### src/rtl/panelbus_pkg.sv
package panelbus_pkg;
  // Register bus shape; the write word is split into two bus halfwords.
  localparam int REG_AW    = 8;
  localparam int REG_DW    = 32;
  localparam int BUS_W     = REG_DW / 2;
  localparam int NUM_CHIPS = 2;
  localparam int CNT_W     = 32;
  localparam int LINE_W    = 11;
  localparam int SYNC_W    = 16;
  localparam int CTRL_W    = 4;

  localparam logic [REG_AW-1:0] A_SYSCFG  = 8'h00;
  localparam logic [REG_AW-1:0] A_SYSSTAT = 8'h04;
  localparam logic [REG_AW-1:0] A_CTRL    = 8'h08;
  localparam logic [REG_AW-1:0] A_PIXCNT  = 8'h0C;
  localparam logic [REG_AW-1:0] A_LINESK  = 8'h10;
  localparam logic [REG_AW-1:0] A_CMD     = 8'h14;
  localparam logic [REG_AW-1:0] A_PARAM   = 8'h18;
  localparam logic [REG_AW-1:0] A_DATA    = 8'h1C;
  localparam logic [REG_AW-1:0] A_RDDATA  = 8'h20;
  localparam logic [REG_AW-1:0] A_RDSTAT  = 8'h24;
  localparam logic [REG_AW-1:0] A_VSW     = 8'h28;
  localparam logic [REG_AW-1:0] A_HSW     = 8'h2C;
  localparam int                CHIP_BASE   = 'h30;
  localparam int                CHIP_STRIDE = 'h10;
  localparam int                OFF_CFG  = 0;
  localparam int                OFF_TIME = 4;
  localparam int                OFF_CYC  = 8;

  localparam logic [REG_DW-1:0] CFG_RST   = 32'h0031_0000;
  localparam logic [REG_DW-1:0] CFG_MASK  = 32'h003F_1FFF;
  localparam logic [REG_DW-1:0] TIME_MASK = 32'h3FFF_FFFF;
  localparam logic [REG_DW-1:0] CYC_MASK  = 32'h0FFF_FFFF;
  localparam logic [REG_DW-1:0] IDLE_MASK = 32'h0000_0019;

  localparam int CTL_ENABLE = 0;
  localparam int CTL_CS_LO  = 2;
  localparam int CTL_START  = 4;
  localparam int SYS_SRST   = 1;

  typedef struct packed {
    logic regWr;   // accepted register write
    logic pixDec;  // pixel-moving access accepted
    logic capRx;   // read strobe active: capture returned word
  } pbStrobes_t;
endpackage

### src/rtl/panelbus_ctrl.sv
module panelbus_ctrl
  import panelbus_pkg::*;
(
  input  logic                 clk,
  input  logic                 rstN,
  input  logic                 regSel,
  input  logic                 regWrite,
  input  logic [REG_AW-1:0]    regAddr,
  input  logic [REG_DW-1:0]    regWdata,
  output logic                 regReady,
  input  logic [NUM_CHIPS-1:0] csEnable,
  output pbStrobes_t           strb,
  output logic [BUS_W-1:0]     pbData,
  output logic                 pbDataSel,
  output logic [NUM_CHIPS-1:0] pbCs,
  output logic                 pbWrStb,
  output logic                 pbRdStb
);
  typedef enum logic {ST_IDLE, ST_HIGH} phase_t;
  phase_t state, nxtState;

  logic isData, firstHalf, accept, wrAcc, anyCs;
  logic nxtWr, nxtRd, nxtDs;
  logic [BUS_W-1:0] nxtData;
  logic [NUM_CHIPS-1:0] rdPick;

  assign isData    = regSel && regWrite && (regAddr == A_DATA);
  assign firstHalf = isData && (state == ST_IDLE);
  assign regReady  = !firstHalf;
  assign accept    = regSel && regReady;
  assign wrAcc     = accept && regWrite;
  assign anyCs     = |csEnable;
  // lowest enabled chip select wins a read cycle
  assign rdPick    = csEnable & (~csEnable + NUM_CHIPS'(1));

  always_comb begin
    nxtWr    = 1'b0;
    nxtRd    = 1'b0;
    nxtDs    = pbDataSel;
    nxtData  = pbData;
    nxtState = state;
    if (firstHalf) begin
      nxtWr    = 1'b1;
      nxtDs    = 1'b1;
      nxtData  = regWdata[BUS_W-1:0];
      nxtState = ST_HIGH;
    end else begin
      if (state == ST_HIGH && !isData) nxtState = ST_IDLE;
      if (wrAcc) begin
        case (regAddr)
          A_CMD:    begin nxtWr = 1'b1; nxtDs = 1'b0; nxtData = regWdata[BUS_W-1:0]; end
          A_PARAM:  begin nxtWr = 1'b1; nxtDs = 1'b1; nxtData = regWdata[BUS_W-1:0]; end
          A_DATA:   begin
            nxtWr    = 1'b1;
            nxtDs    = 1'b1;
            nxtData  = regWdata[REG_DW-1:BUS_W];
            nxtState = ST_IDLE;
          end
          A_RDDATA: begin nxtRd = 1'b1; nxtDs = 1'b1; end
          A_RDSTAT: begin nxtRd = 1'b1; nxtDs = 1'b0; end
          default:  ;
        endcase
      end
    end
  end

  always_ff @(posedge clk) begin
    if (!rstN) begin
      state     <= ST_IDLE;
      pbWrStb   <= 1'b0;
      pbRdStb   <= 1'b0;
      pbCs      <= '0;
      pbDataSel <= 1'b0;
      pbData    <= '0;
    end else begin
      state     <= nxtState;
      pbWrStb   <= nxtWr && anyCs;
      pbRdStb   <= nxtRd && anyCs;
      pbCs      <= nxtWr ? csEnable : (nxtRd ? rdPick : '0);
      pbDataSel <= nxtDs;
      pbData    <= nxtData;
    end
  end

  assign strb.regWr  = wrAcc;
  assign strb.pixDec = wrAcc && ((regAddr == A_DATA) || (regAddr == A_RDDATA) ||
                                 (regAddr == A_RDSTAT));
  assign strb.capRx  = pbRdStb;
endmodule

### src/rtl/panelbus_regs.sv
module panelbus_regs
  import panelbus_pkg::*;
(
  input  logic                 clk,
  input  logic                 rstN,
  input  pbStrobes_t           strb,
  input  logic [REG_AW-1:0]    regAddr,
  input  logic [REG_DW-1:0]    regWdata,
  input  logic [BUS_W-1:0]     pbRdData,
  output logic [REG_DW-1:0]    regRdata,
  output logic [NUM_CHIPS-1:0] csEnable,
  output logic                 busy,
  output logic                 frameDone
);
  logic [REG_DW-1:0] idleBits;
  logic [CTRL_W-1:0] ctrlBits;
  logic [CNT_W-1:0]  pixCnt;
  logic [LINE_W-1:0] lineSkip;
  logic [SYNC_W-1:0] vsyncW, hsyncW;
  logic [BUS_W-1:0]  rxBuf;
  logic [REG_DW-1:0] chipCfg  [NUM_CHIPS];
  logic [REG_DW-1:0] chipTime [NUM_CHIPS];
  logic [REG_DW-1:0] chipCyc  [NUM_CHIPS];
  logic [NUM_CHIPS-1:0] gateBits;
  logic softRst, startOk;

  assign softRst = strb.regWr && (regAddr == A_SYSCFG) && regWdata[SYS_SRST];
  assign startOk = regWdata[CTL_START] && regWdata[CTL_ENABLE] && !busy && !(|gateBits);
  assign csEnable = ctrlBits[CTL_CS_LO +: NUM_CHIPS];

  // per-chip configuration and stored-only timing words
  for (genvar gi = 0; gi < NUM_CHIPS; gi++) begin : g_chip
    localparam logic [REG_AW-1:0] BASE = REG_AW'(CHIP_BASE + gi * CHIP_STRIDE);
    logic [REG_DW-1:0] cfgQ, timeQ, cycQ;
    always_ff @(posedge clk) begin
      if (!rstN || softRst) begin
        cfgQ  <= CFG_RST;
        timeQ <= '0;
        cycQ  <= '0;
      end else if (strb.regWr) begin
        if (regAddr == BASE + REG_AW'(OFF_CFG))  cfgQ  <= regWdata & CFG_MASK;
        if (regAddr == BASE + REG_AW'(OFF_TIME)) timeQ <= regWdata & TIME_MASK;
        if (regAddr == BASE + REG_AW'(OFF_CYC))  cycQ  <= regWdata & CYC_MASK;
      end
    end
    assign chipCfg[gi]  = cfgQ;
    assign chipTime[gi] = timeQ;
    assign chipCyc[gi]  = cycQ;
    assign gateBits[gi] = |cfgQ[3:2];
  end

  always_ff @(posedge clk) begin
    if (!rstN) begin
      idleBits  <= '0;
      ctrlBits  <= '0;
      pixCnt    <= '0;
      lineSkip  <= '0;
      vsyncW    <= '0;
      hsyncW    <= '0;
      rxBuf     <= '0;
      busy      <= 1'b0;
      frameDone <= 1'b0;
    end else begin
      frameDone <= 1'b0;
      if (softRst) begin
        idleBits <= regWdata & IDLE_MASK;
        ctrlBits <= '0;
        pixCnt   <= '0;
        lineSkip <= '0;
        vsyncW   <= '0;
        hsyncW   <= '0;
        rxBuf    <= '0;
        busy     <= 1'b0;
      end else begin
        if (strb.capRx) rxBuf <= pbRdData;
        if (strb.regWr) begin
          case (regAddr)
            A_SYSCFG: idleBits <= regWdata & IDLE_MASK;
            A_CTRL: begin
              ctrlBits <= regWdata[CTRL_W-1:0];
              if (startOk) begin
                if (pixCnt == '0) frameDone <= 1'b1;
                else              busy      <= 1'b1;
              end
            end
            A_PIXCNT: pixCnt   <= CNT_W'(regWdata);
            A_LINESK: lineSkip <= regWdata[LINE_W-1:0];
            A_VSW:    vsyncW   <= regWdata[SYNC_W-1:0];
            A_HSW:    hsyncW   <= regWdata[SYNC_W-1:0];
            default:  ;
          endcase
        end
        if (strb.pixDec && pixCnt != '0) begin
          pixCnt <= pixCnt - CNT_W'(1);
          if (pixCnt == CNT_W'(1) && busy) begin
            busy      <= 1'b0;
            frameDone <= 1'b1;
          end
        end
      end
    end
  end

  always_comb begin
    regRdata = '0;
    case (regAddr)
      A_SYSCFG:  regRdata = idleBits;
      A_SYSSTAT: regRdata = {{(REG_DW-9){1'b0}}, busy, 7'b0, 1'b1};
      A_CTRL:    regRdata = REG_DW'(ctrlBits);
      A_PIXCNT:  regRdata = REG_DW'(pixCnt);
      A_LINESK:  regRdata = REG_DW'(lineSkip);
      A_RDDATA,
      A_RDSTAT:  regRdata = REG_DW'(rxBuf);
      A_VSW:     regRdata = REG_DW'(vsyncW);
      A_HSW:     regRdata = REG_DW'(hsyncW);
      default:   ;
    endcase
    for (int i = 0; i < NUM_CHIPS; i++) begin
      if (regAddr == REG_AW'(CHIP_BASE + i * CHIP_STRIDE + OFF_CFG))  regRdata = chipCfg[i];
      if (regAddr == REG_AW'(CHIP_BASE + i * CHIP_STRIDE + OFF_TIME)) regRdata = chipTime[i];
      if (regAddr == REG_AW'(CHIP_BASE + i * CHIP_STRIDE + OFF_CYC))  regRdata = chipCyc[i];
    end
  end
endmodule

### src/rtl/panelbus_bridge.sv
module panelbus_bridge
  import panelbus_pkg::*;
(
  input  logic                 clk,
  input  logic                 rstN,
  input  logic                 regSel,
  input  logic                 regWrite,
  input  logic [REG_AW-1:0]    regAddr,
  input  logic [REG_DW-1:0]    regWdata,
  output logic [REG_DW-1:0]    regRdata,
  output logic                 regReady,
  output logic [BUS_W-1:0]     pbData,
  output logic                 pbDataSel,
  output logic [NUM_CHIPS-1:0] pbCs,
  output logic                 pbWrStb,
  output logic                 pbRdStb,
  input  logic [BUS_W-1:0]     pbRdData,
  output logic                 frameDone
);
  pbStrobes_t           strb;
  logic [NUM_CHIPS-1:0] csEnable;
  logic                 busy;

  panelbus_ctrl u_ctrl (
    .clk(clk), .rstN(rstN), .regSel(regSel), .regWrite(regWrite),
    .regAddr(regAddr), .regWdata(regWdata), .regReady(regReady),
    .csEnable(csEnable), .strb(strb), .pbData(pbData), .pbDataSel(pbDataSel),
    .pbCs(pbCs), .pbWrStb(pbWrStb), .pbRdStb(pbRdStb)
  );

  panelbus_regs u_regs (
    .clk(clk), .rstN(rstN), .strb(strb), .regAddr(regAddr), .regWdata(regWdata),
    .pbRdData(pbRdData), .regRdata(regRdata), .csEnable(csEnable),
    .busy(busy), .frameDone(frameDone)
  );
endmodule

### config.mk
export PLATFORM = sky130hd
export DESIGN_NAME = panelbus_bridge
export DESIGN_NICKNAME = d
export VERILOG_FILES = /design/src/rtl/panelbus_pkg.sv /design/src/rtl/panelbus_ctrl.sv /design/src/rtl/panelbus_regs.sv /design/src/rtl/panelbus_bridge.sv
export SDC_FILE = /design/constraint.sdc
export NUM_CORES = 1
export LEC_CHECK = 0
export CAP_MARGIN = 10
export CORE_UTILIZATION = 35
export CTS_CLUSTER_DIAMETER = 30
export DETAILED_ROUTE_END_ITERATION = 8
export DONT_BUFFER_PORTS = 1
export PLACE_DENSITY = 0.5
export REMOVE_ABC_BUFFERS = 1
export SLEW_MARGIN = 0
export SYNTH_ARGS = -nofsm -noshare
export SYNTH_HDL_FRONTEND = slang
export SYNTH_SLANG_ARGS = --single-unit
export TNS_END_PERCENT = 30
### constraint.sdc
create_clock -name clk -period 3.5 [get_ports clk]
set_input_delay 0.35 -clock clk [delete_from_list [all_inputs] [get_ports clk]]
set_output_delay 0.35 -clock clk [all_outputs]
set_load 0.03 [all_outputs]
# == After elaboration in Yosys (flattened, before gate mapping) ==
# Index checks and enable logic that the tools add are counted.
# op_classes
n_reduce_logical,56
bitwise_logic,4
n_eq_ne,18
n_mux,43
addsub,2
# op_table
operator,count
2-to-1 mux 32 bit,9
case mux 32 bit (8 select lines),1
== test 8 x 6 -> 1 bit (second input constant),7
== test 32 x 1 -> 1 bit (second input constant),1
== test 8 x 5 -> 1 bit (second input constant),4
zero test 32 bit,1
2-to-1 mux 16 bit,2
case mux 16 bit (2 select lines),1
nonzero test 32 bit,1
subtractor 32 x 1 -> 32 bit (second input constant),1
AND reduction 2 bit,14
== test 8 x 7 -> 1 bit (second input constant),3
2-to-1 mux 1 bit,24
== test 8 x 4 -> 1 bit (second input constant),2
logical AND 1 bit,16
2-to-1 mux 5 bit,3
nonzero test 2 bit,5
OR reduction 2 bit,5
== test 8 x 3 -> 1 bit (second input constant),1
zero test 8 bit,1
nonzero test 3 bit,2
OR reduction 3 bit,2
zero test 1 bit,5
2-to-1 mux 2 bit,2
other kinds (7),10
# totals
regBits,276
elab_cells,144
output_inout_bits,55
input_bits,60

# == Longest topological paths before layout ==
# Gate-level depths: netlist of run 1.
# logic_depth
word_depth,10
depth_mapped,10
depth_no_buf,7

# == Modules after synthesis ==
# From an unflattened synthesis of run 1, not the netlist that was laid out.
# hier_totals
cells_unflattened,1674
hier_area_um2,12814.8
# modules_own_cells
mod,n_inst,cells_each,area_each_um2
panelbus_regs,1,1550,11801.3
panelbus_ctrl,1,124,1013.5

# == Least setup slack after synthesis of run 1 ==
# Ideal clock, no wire load.
# synth_timing
kind,in2out
start,in regAddr[4]
end,out regRdata[13]
setup_slack_ns,0.643
t_arrival_ns,2.507
cell_stages,7
cell_sequence,buf_2 > or4b_1 > clkbuf_1 > nor2_1 > buf_2 > a22oi_1 > a41oi_1
# synth_via
elab_chain_cells,9
word_cells_on_any_way,23
classes_between,14 x eq/ne; 7 x mux; 2 x reduce/logical
# synth_lines
element,line_no,rtl
start: declaration,panelbus_bridge.sv:8,"input logic [REG_AW-1:0] regAddr,"
== test 8 x 6 -> 1 bit,panelbus_regs.sv:106,case (regAddr)
OR reduction 2 bit (no source line),n/a,
case mux 32 bit (8 select lines),panelbus_regs.sv:106,
2-to-1 mux 32 bit,panelbus_regs.sv:119,if (regAddr == REG_AW'(CHIP_BASE + i * CHIP_STRIDE + OFF_CFG)) regRdata = chipCfg[i];
2-to-1 mux 32 bit,panelbus_regs.sv:120,if (regAddr == REG_AW'(CHIP_BASE + i * CHIP_STRIDE + OFF_TIME)) regRdata = chipTime[i];
2-to-1 mux 32 bit,panelbus_regs.sv:121,if (regAddr == REG_AW'(CHIP_BASE + i * CHIP_STRIDE + OFF_CYC)) regRdata = chipCyc[i];
2-to-1 mux 32 bit,panelbus_regs.sv:119,
2-to-1 mux 32 bit,panelbus_regs.sv:120,
2-to-1 mux 32 bit *,panelbus_regs.sv:121,
end: declaration,panelbus_bridge.sv:10,"output logic [REG_DW-1:0] regRdata,"
# Every way passes the cells marked *; elsewhere a longest branch is shown, timed or not.

# == Worst setup path after layout of run 1 ==
# layout_timing
start,in regAddr[7]
end,out regRdata[21]
# The elaborated chain is that of the path after synthesis.

==> flow_summary_export.csv, run 1 <==
group,metric,value,unit
status,status,"finished clean",
critical_path,crit_fanout,10,
min_path,hold-path-cell-count,2,
synthesis,muxShareOfSynthArea,5.01,%
critical_path,crit_required,3150,ps
timing,fin_crit,2730,ps
layout,fill_cells,3327,
power,switching_share,21.6,%
floorplanning,core.rowCount,68,
routing,wl,50800,um
floorplanning,start_util,35.8,%
synthesis,syn_area_per_cell,7.85,sq um
critical_path,cpMaxStageDelayCell,"and3_1",
synthesis,yosys_most_used_dff,"dfxtp_1",
synthesis,synth_edf_count,0,
layout,fin_nets,1719,
layout,final_common_cell,"nand2_1",
global_route,grt_pass1_vias,11800,
floorplanning,core,0.0348,sq mm
cts,h-tree-depth,3,
critical_path,crit_family,"simple AND/OR/NAND/NOR gates",
critical_path,crit_top_cell,"buf_4",
floorplanning,die_w,191,um
layout,fin_cells,2183,
layout,layout_common_cells,"418 x nand2_1, 275 x dfxtp_1, 207 x a21oi_1, 94 x nor2_1, 77 x clkbuf_16",
layout,multi_input_area,0.00638,sq mm
critical_path,crit_path_cell_trace,"nor4bb_4 -> buf_4 -> and3_1 -> buf_4 -> a22oi_1 -> a41oi_1 -> buf_4",
placement,dp_hpwl,32100,um
critical_path,reg2regPathDepth,8,
timing,timing.final.crit_share,78.1,%
synthesis,yosys.area.top_type,"dfxtp_1",
placement,portBuffers,0,
routing,detail_route.wl_per_cell,23.3,um
timing,worst_pin_slew,1020,ps
timing,rsz0062_at_grt,"false",
critical_path,max_stage_delay,480,ps
routing,via_per_inst,5.73,
layout,syn_to_final_growth,33.4,%
placement,gp_congestion,0.844,
synthesis,yosysTopAreaCellShare,44.4,%
synthesis,synthTopCellsByArea,"dfxtp_1 44%, nand2_1 13%, a21oi_1 8.3%, mux2i_1 4.7%, a22oi_1 3.1%",
synthesis,synth_compound_area_share,21.7,%
power,pwr-share-comb,2.4,%
cts,cts-root-buf,"clkbuf_16",
global_route,grt_max_degree,94,
power,internal_power,8.73,mW
cts,cts_sinks,276,
synthesis,synthAdderAreaFrac,0.301,%
global_route,antenna_found_initial,4,
routing,routed-via-count,12500,
synthesis,ys_ff_latch,276,
cts,cts.path.max_buffers,3,
cts,cts_buffers,77,
critical_path,crit_type,"input port to primary output",
power,seqPwrFrac,28.4,%
power,p_leak,5.91,nW
power,switching_power,2.41,mW
cts,worst_skew_pair.late_latency,580,ps
timing,fmax,366,MHz
min_path,worstHoldPathType,"input port to register",
floorplanning,num_io_pins,115,
cts,clkTransAtPathRegs,40,ps
synthesis,synth_xor_area_share,0,%
floorplanning,dieHeight,191,um
routing,dr.pass1.iters,5,
timing,timing_hold_violations_final,0,
placement,dp.cells,1983,
floorplanning,dieArea,0.0363,sq mm
routing,route.detailed.drc,0,
power,p_per_area,671,mW/mm^2
power,ir_worst_vdd,449,uV
synthesis,yosys.cell_types.count,67,
layout,drive_gt1_share,14.9,%
timing,final-setup-viol-count,0,
power,clockPowerShare,69.2,%
synthesis,syn_inst,1586,
global_route,grt.overflow.total,0,
cts,cts_tree,"yes",
synthesis,ys_async_sr_fraction,0,%
critical_path,cp.arrival,2380,ps
critical_path,worstReg2RegStart,"u_regs.pixCnt[4]",
synthesis,synth_area,0.0125,sq mm
timing,slew_viol_final,0,
timing,relSlewSlack,31.4,%
synthesis,seq_area_frac_synth,44.4,%
power,p_total,11.1,mW
global_route,track_usage,27.8,%
cts,post_cts_resize_count,0,
critical_path,crit_buf_inv,3,
critical_path,cp.depth,7,
critical_path,cp-end-kind,"primary output",
routing,drtIter0Drc,1394,
routing,antenna_left,0,
min_path,hp-start,"regWdata[26]",
critical_path,cp-startpoint,"regAddr[7]",
global_route,grt_pass1_wl,75700,um
layout,ff_latch_area,0.00553,sq mm
synthesis,synth_top_family_by_area,"simple AND/OR/NAND/NOR gates",
synthesis,ys_warn_count,0,
timing,fin_skew,19.5,ps
synthesis,synth_simple_gate_area_share,23.8,%
critical_path,cp-start-kind,"input port",
job,drv_cap,0,
## flip-flops by register name, indices dropped and copies added, names as in the netlist, 2 cells and up
signal / cells
u_regs.lineSkip: 11
u_regs.g_chip.cycQ: 56
u_regs.hsyncW: 16
u_regs.pixCnt: 32
u_regs.idleBits: 3
u_ctrl.pbCs: 2
u_ctrl.pbData: 16
u_regs.rxBuf: 16
u_regs.g_chip.timeQ: 60
u_regs.g_chip.cfgQ: 38
u_regs.vsyncW: 16
u_regs.ctrlBits: 4
## final timing paths
kind                              endpoint  slack [ps]
setup / recovery              regRdata[21]         770
hold / removal           u_ctrl.pbData[10]           7
setup reg to reg          u_regs.pixCnt[2]         820
hold reg to reg   u_regs.g_chip[1].cfgQ[9]         450
## cells by family after synthesis
family | count (synthesis)
AOI/OAI and AO/OA | 427
adders and majority gates | 3
buffers and inverters | 148
DFF | 276
muxes | 62
and+or+nand+nor | 670
## what timing repair did
| item | CTS | global route |
|---|---|---|
| setup buffers | 0 | 0 |
| endpoints found under the hold margin | 271 | 0 |
| hold buffers | 49 | 0 |
## area by class of cell
cell class,count,share of cell area [%]
sequential,276,33.3
timing repair buffer,133,7.35
antenna,8,0.121
inverter,6,0.136
clock inverter,53,4.87
tap,455,3.43
clock buffer,90,12.4
multi-input combinational,1162,38.4
## metrics by stage
| step | utilization [%] | worst slack, ps | hold slack [ps] | instance area (sq um) | TNS (ps) |
|---|---|---|---|---|---|
| floorplan | - | -7500 | 433 | 11900 | -1580800 |
| global placement | 38.0 | 798 | 440 | 13200 | 0 |
| detailed placement | 38.0 | 746 | 446 | 13200 | 0 |
| CTS | 47.7 | 787 | 0.864 | 16600 | 0 |
| global route | 47.7 | 627 | 22.1 | 16600 | 0 |
| finish | 47.7 | 765 | 6.98 | 16600 | 0 |
## metal layers
layer | track usage (%) | part of all wire, % | up-vias
met2 | 44.6 | 47 | 524
met5 | 0 | 0 | -
met3 | 5.45 | 6.7 | 77
li1 | - | - | 5827
met1 | 36.7 | 44 | 6084
met4 | 10.6 | 2.2 | 0
## cell usage after synthesis (3+ instances only)
library cell  count
ha_1              3
a41oi_1          10
nor2_1           97
buf_4             3
and3_1            8
buf_2            32
o21ai_1           3
a21boi_0          3
and2_1            6
nor4_1           11
nand3_1          44
o22ai_1           9
inv_1             6
o221ai_1          4
mux2i_1          59
a31oi_1          16
buf_1            12
nand4_1          14
o311ai_0          3
a21oi_1         207
dfxtp_1         276
and4_1            3
or4b_1            4
a22o_1            8
clkbuf_1         95
or2_2             4
a32oi_1           9
mux2_2            3
a221oi_1          5
nor3_1           23
a22oi_1          52
o211ai_1         15
a221o_1           4
o21ai_0          38
nand2b_1          4
nand2_1         418
or3_1            11
nor2_2            4
a222oi_1         22
## power by group through the flow
stage | Combinational [mW] | Sequential, mW | Clock [mW]
5_1_grt | 0.282 | 3.16 | 7.97
6_report | 0.270 | 3.16 | 7.71
4_1_cts | 0.266 | 3.16 | 7.78
2_1_floorplan | 0.0858 | 3.22 | 0
3_5_place_dp | 0.160 | 3.22 | 0
3_3_place_gp | 0.160 | 3.22 | 0
No activity file was read; power rests on OpenSTA's default activity.
==> run 2, diff against run 1 <==
PLACE_DENSITY = 0.52   (was 0.5)
clock period = 2.2 ns   (was 3.5 ns; I/O delays follow)
==> flow_summary_export.csv, run 2 (synthesis results as in run 1) <==
group,metric,value,unit
global_route,track_usage,27.6,%
critical_path,crit_required,1980,ps
timing,timing.final.crit_share,104,%
timing,rsz0062_at_grt,"true",
critical_path,cpMaxStageDelayCell,"dfxtp_2",
critical_path,worstReg2RegStart,"u_regs.pixCnt[8]",
layout,largest_reg_flops,60,
timing,worst_pin_slew,1270,ps
placement,gp_congestion,0.933,
critical_path,cp-startpoint,"u_regs.pixCnt[3]",
min_path,hp-start,"regWdata[29]",
status,status,"finished with violations",
timing,fin_skew,19.6,ps
job,drv_cap,0,
floorplanning,core.rowCount,68,
cts,cts.path.max_buffers,3,
timing,fmax,436,MHz
timing,final-setup-viol-count,3,
routing,route.detailed.drc,0,
critical_path,reg2reg_slack,70,ps
floorplanning,core,0.0348,sq mm
layout,top_regs,"u_regs.g_chip.timeQ x60, u_regs.g_chip.cycQ x56, u_regs.g_chip.cfgQ x38",
timing,relSlewSlack,15.1,%
placement,dpl-instance-area,0.0143,sq mm
critical_path,crit_top_cell,"a22oi_1",
cts,cts_tree,"yes",
routing,detail_route.wl_per_cell,22.4,um
critical_path,cp.arrival,2080,ps
layout,syn_to_final_growth,40.9,%
min_path,hold-path-cell-count,3,
cts,h-tree-depth,3,
floorplanning,start_util,35.8,%
floorplanning,dieArea,0.0363,sq mm
critical_path,reg2regPathDepth,7,
cts,cts_sinks,276,
min_path,hold_end,"u_ctrl.pbData[13]",
min_path,worstHoldPathType,"input port to register",
layout,top_register,"u_regs.g_chip.timeQ",
power,p_leak,6.39,nW
timing,fin_setup_tns,-234,ps
critical_path,crit_type,"register to primary output",
critical_path,crit_buf_inv,2,
power,ir_worst_vdd,640,uV
layout,layout_common_cells,"418 x nand2_1, 269 x dfxtp_1, 207 x a21oi_1, 142 x buf_4, 90 x nor2_1",
critical_path,r2r-end,"u_regs.pixCnt[16]",
critical_path,cp-end-kind,"primary output",
timing,fin_ws,-95.4,ps
layout,design_area,0.0175,sq mm
critical_path,max_stage_delay,320,ps
routing,wl,50800,um
timing,slew_viol_final,0,
status,violations,"negative setup slack",
global_route,grt_pass1_wl,75100,um
global_route,grt_pass1_vias,12200,
global_route,grt.overflow.total,0,
cts,worst_skew_pair.late_latency,570,ps
layout,fin_nets,1818,
layout,fin_util,50.4,%
power,p_per_area,913,mW/mm^2
placement,dp_hpwl,33500,um
cts,cts-root-buf,"clkbuf_16",
routing,routed-via-count,12800,
floorplanning,dieHeight,191,um
routing,antenna_left,0,
floorplanning,num_io_pins,115,
layout,fin_cells,2266,
cts,cts_buffers,71,
critical_path,cp-start-kind,"register",
global_route,antenna_found_initial,0,
timing,fin_crit,2300,ps
routing,dr.pass1.iters,6,
placement,dp.cells,2080,
layout,drive_gt1_share,20.3,%
cts,clkTransAtPathRegs,40,ps
critical_path,crit_family,"compound AO/OA/AOI/OAI gates",
placement,portBuffers,0,
layout,final_common_cell,"nand2_1",
critical_path,crit_path_cell_trace,"buf_6 -> mux2_4 -> a32o_1 -> a22oi_1 -> a22oi_1 -> o22a_1 -> buf_12",
timing,holdWs,12.4,ps
critical_path,crit_fanout,2,
routing,drtIter0Drc,1290,
global_route,grt_max_degree,43,
timing,timing_hold_violations_final,0,
routing,via_per_inst,5.66,
floorplanning,die_w,191,um
-- run 2: cell type report --
type | instances | area, sq um
Clock inverter | 36 | 443
Timing Repair Buffer | 238 | 2450
Tap cell | 455 | 569
Inverter | 6 | 22.5
Sequential cell | 276 | 5540
Fill cell | 3331 | 17300
Clock buffer | 92 | 2000
Antenna cell | 1 | 2.50
Multi-Input combinational cell | 1162 | 6520
-- run 2: worst register-to-register path, delay by kind of cell, from the launching register on --
family	cells	cell delay (ps)
buffers and inverters	1	150
and+or+nand+nor	5	1380
AOI/OAI and AO/OA	1	180
DFF	1	340
-- run 2: timing repair --
item                       CTS  global route
setup buffers                1             5
pin swaps                    9            17
resized for setup           15            24
setup endpoints to repair   10            43
gates cloned                 0             2
hold endpoints to repair   274             0
hold buffers                49             0
-- run 2: worst max-delay path by stage --
stage                             end  cells past startpoint
global placement          regRdata[9]                      8
floorplan           u_regs.pixCnt[24]                      6
CTS                       regRdata[0]                      6
finish                    regRdata[3]                      7
global route              regRdata[3]                      7
detailed placement        regRdata[9]                      8
-- run 2: metal layers --
layer  vias up  wire length (um)  global-route usage [%]
li1       5980                 -                       -
met1      6190             21700                    36.6
met2       549             23500                    44.1
met3       105              3920                    5.65
met4         0              1540                    9.94
met5         -                 0                       0
-- run 2: through the flow --
step	total power, mW	worst slack [ps]
after floorplan	5.25	-8670
after global placement	5.41	-8.73
after detailed placement	5.41	-30.3
after CTS	16.1	-142
after global routing	16.4	-190
final	16.0	-95.4
-- run 2: where the power goes --
group / internal (mW) / switching, mW / total (mW)
registers: 5.02 / 0.00463 / 5.03
logic: 0.171 / 0.325 / 0.496
clock network: 7.30 / 3.19 / 10.5
total: 12.5 / 3.52 / 16.0
==> run 3, diff against run 2 <==
CELL_PAD_IN_SITES_DETAIL_PLACEMENT = 1   (was unset)
CELL_PAD_IN_SITES_GLOBAL_PLACEMENT = 1   (was unset)
GPL_ROUTABILITY_DRIVEN = 0   (was unset)
PLACE_DENSITY = 0.65   (was 0.52)
==> flow_summary_export.csv, run 3 (synthesis results as in run 1) <==
group,metric,value,unit
status,status,"finished with violations",
status,violations,"negative setup slack",
power,switching_power,3.62,mW
layout,top_regs,"u_regs.g_chip.timeQ x60, u_regs.g_chip.cycQ x56, u_regs.g_chip.cfgQ x38",
routing,antenna_left,0,
cts,cts_buffers,76,
global_route,grt_pass1_wl,83700,um
critical_path,crit_family,"compound AO/OA/AOI/OAI gates",
critical_path,crit_top_cell,"a22oi_2",
critical_path,crit_fanout,2,
cts,worst_skew_pair.late_latency,580,ps
cts,cts_sinks,276,
power,ir_worst_vdd,653,uV
critical_path,cp-start-kind,"register",
layout,fin_nets,1815,
timing,timing_hold_violations_final,0,
floorplanning,num_io_pins,115,
timing,relSlewSlack,26.4,%
timing,timing.final.crit_share,108,%
global_route,grt_pass1_vias,13800,
timing,fmax,422,MHz
floorplanning,core,0.0348,sq mm
timing,rsz0062_at_grt,"true",
power,seqPwrFrac,30.6,%
critical_path,crit_path_cell_trace,"buf_6 -> mux2_4 -> a32o_2 -> a22oi_2 -> a22oi_2 -> o22a_1 -> buf_12",
power,p_leak,6.42,nW
layout,syn_to_final_growth,40.5,%
power,clockPowerShare,66.3,%
routing,drtIter0Drc,1103,
floorplanning,dieHeight,191,um
layout,layout_common_cells,"418 x nand2_1, 272 x dfxtp_1, 207 x a21oi_1, 143 x buf_4, 91 x nor2_1",
layout,top_register,"u_regs.g_chip.timeQ",
power,switching_share,22.0,%
global_route,track_usage,30.7,%
cts,h-tree-depth,3,
power,p_total,16.4,mW
critical_path,reg2regPathDepth,9,
routing,detail_route.wl_per_cell,24.5,um
power,p_per_area,939,mW/mm^2
routing,routed-via-count,13200,
placement,dp_hpwl,35900,um
timing,fin_crit,2370,ps
layout,drive_gt1_share,20.4,%
job,drv_cap,0,
critical_path,reg2reg_slack,-30,ps
critical_path,crit_buf_inv,2,
global_route,grt_max_degree,34,
critical_path,max_stage_delay,320,ps
layout,largest_reg_flops,60,
placement,dp_slack,-187,ps
min_path,hp-start,"regAddr[2]",
placement,portBuffers,0,
floorplanning,die_w,191,um
layout,multi_input_area,0.00654,sq mm
timing,worst_pin_slew,1100,ps
placement,dpl-instance-area,0.0142,sq mm
critical_path,r2r-end,"u_regs.pixCnt[0]",
critical_path,cp-end-kind,"primary output",
timing,fin_ws,-168,ps
critical_path,cp.arrival,2150,ps
power,internal_power,12.8,mW
floorplanning,start_util,35.8,%
routing,wl,55400,um
global_route,antenna_found_initial,1,
min_path,hold-path-cell-count,2,
power,pwr-share-comb,3.0,%
cts,clkTransAtPathRegs,40,ps
min_path,worstHoldPathType,"input port to register",
floorplanning,dieArea,0.0363,sq mm
routing,dr.pass1.iters,5,
critical_path,crit_type,"register to primary output",
cts,cts-root-buf,"clkbuf_16",
timing,fin_skew,20.3,ps
critical_path,crit_required,1980,ps
layout,final_common_cell,"nand2_1",
critical_path,worstReg2RegStart,"u_regs.pixCnt[2]",
timing,holdWs,47.7,ps
global_route,grt.overflow.total,0,
cts,cts_tree,"yes",
layout,design_area,0.0175,sq mm
min_path,hold_end,"u_ctrl.pbWrStb",
layout,fill_cells,4040,
layout,ff_latch_area,0.00553,sq mm
routing,via_per_inst,5.83,
routing,route.detailed.drc,0,
cts,cts.path.max_buffers,3,
critical_path,cpMaxStageDelayCell,"dfxtp_2",
critical_path,cp.depth,7,
floorplanning,core.rowCount,68,
timing,slew_viol_final,0,
timing,final-setup-viol-count,8,
==> run 3: power groups by stage <==
stage | Sequential, mW | Clock (mW) | Combinational (mW)
final | 5.03 | 10.9 | 0.500
after detailed placement | 5.12 | 0 | 0.294
after global routing | 5.03 | 11.3 | 0.518
after CTS | 5.03 | 11.0 | 0.489
after floorplan | 5.12 | 0 | 0.136
after global placement | 5.12 | 0 | 0.294
==> run 3: how the worst max path moves through the flow <==
stage | startpoint | end
floorplan | regAddr[4] | u_regs.pixCnt[24]
global placement | regAddr[4] | u_regs.vsyncW[1]
detailed placement | regAddr[4] | u_regs.vsyncW[1]
CTS | u_regs.pixCnt[3] | regRdata[3]
global route | u_regs.pixCnt[3] | regRdata[3]
finish | u_regs.pixCnt[3] | regRdata[3]
==> run 3: what timing repair did <==
| item | CTS | global route |
|---|---|---|
| pin swaps | 12 | 17 |
| endpoints found under the hold margin | 275 | 0 |
| hold buffers | 49 | 0 |
| buffers inserted | 3 | 1 |
| setup endpoints to repair | 32 | 52 |
| gates resized for setup | 26 | 17 |
==> run 3: stage by stage <==
step	utilization, %	instances	TNS [ps]
2_1_floorplan	-	1444	-1897630
3_3_place_gp	40.9	2076	-2020
3_5_place_dp	40.9	2076	-2020
4_1_cts	50.0	2262	-459
5_1_grt	50.3	2264	-2090
6_report	50.3	2264	-378
==> run 3: area by class of cell <==
| cell class | count | share of cell area (%) |
|---|---|---|
| multi-input combinational | 1162 | 37.4 |
| timing repair buffer | 230 | 13.1 |
| clock buffer | 102 | 12.3 |
| clock inverter | 32 | 2.18 |
| antenna | 1 | 0.0143 |
| tap | 455 | 3.25 |
| inverter | 6 | 0.129 |
| sequential | 276 | 31.6 |
==> run 3: routing by layer <==
layer  wire (um)  track usage (%)  vias to the layer above
li1            -                -                     6001
met1       24000             39.0                     6678
met2       26800             51.8                      429
met3        3070             4.90                       96
met4        1560             11.6                        0
met5           0                0                        -
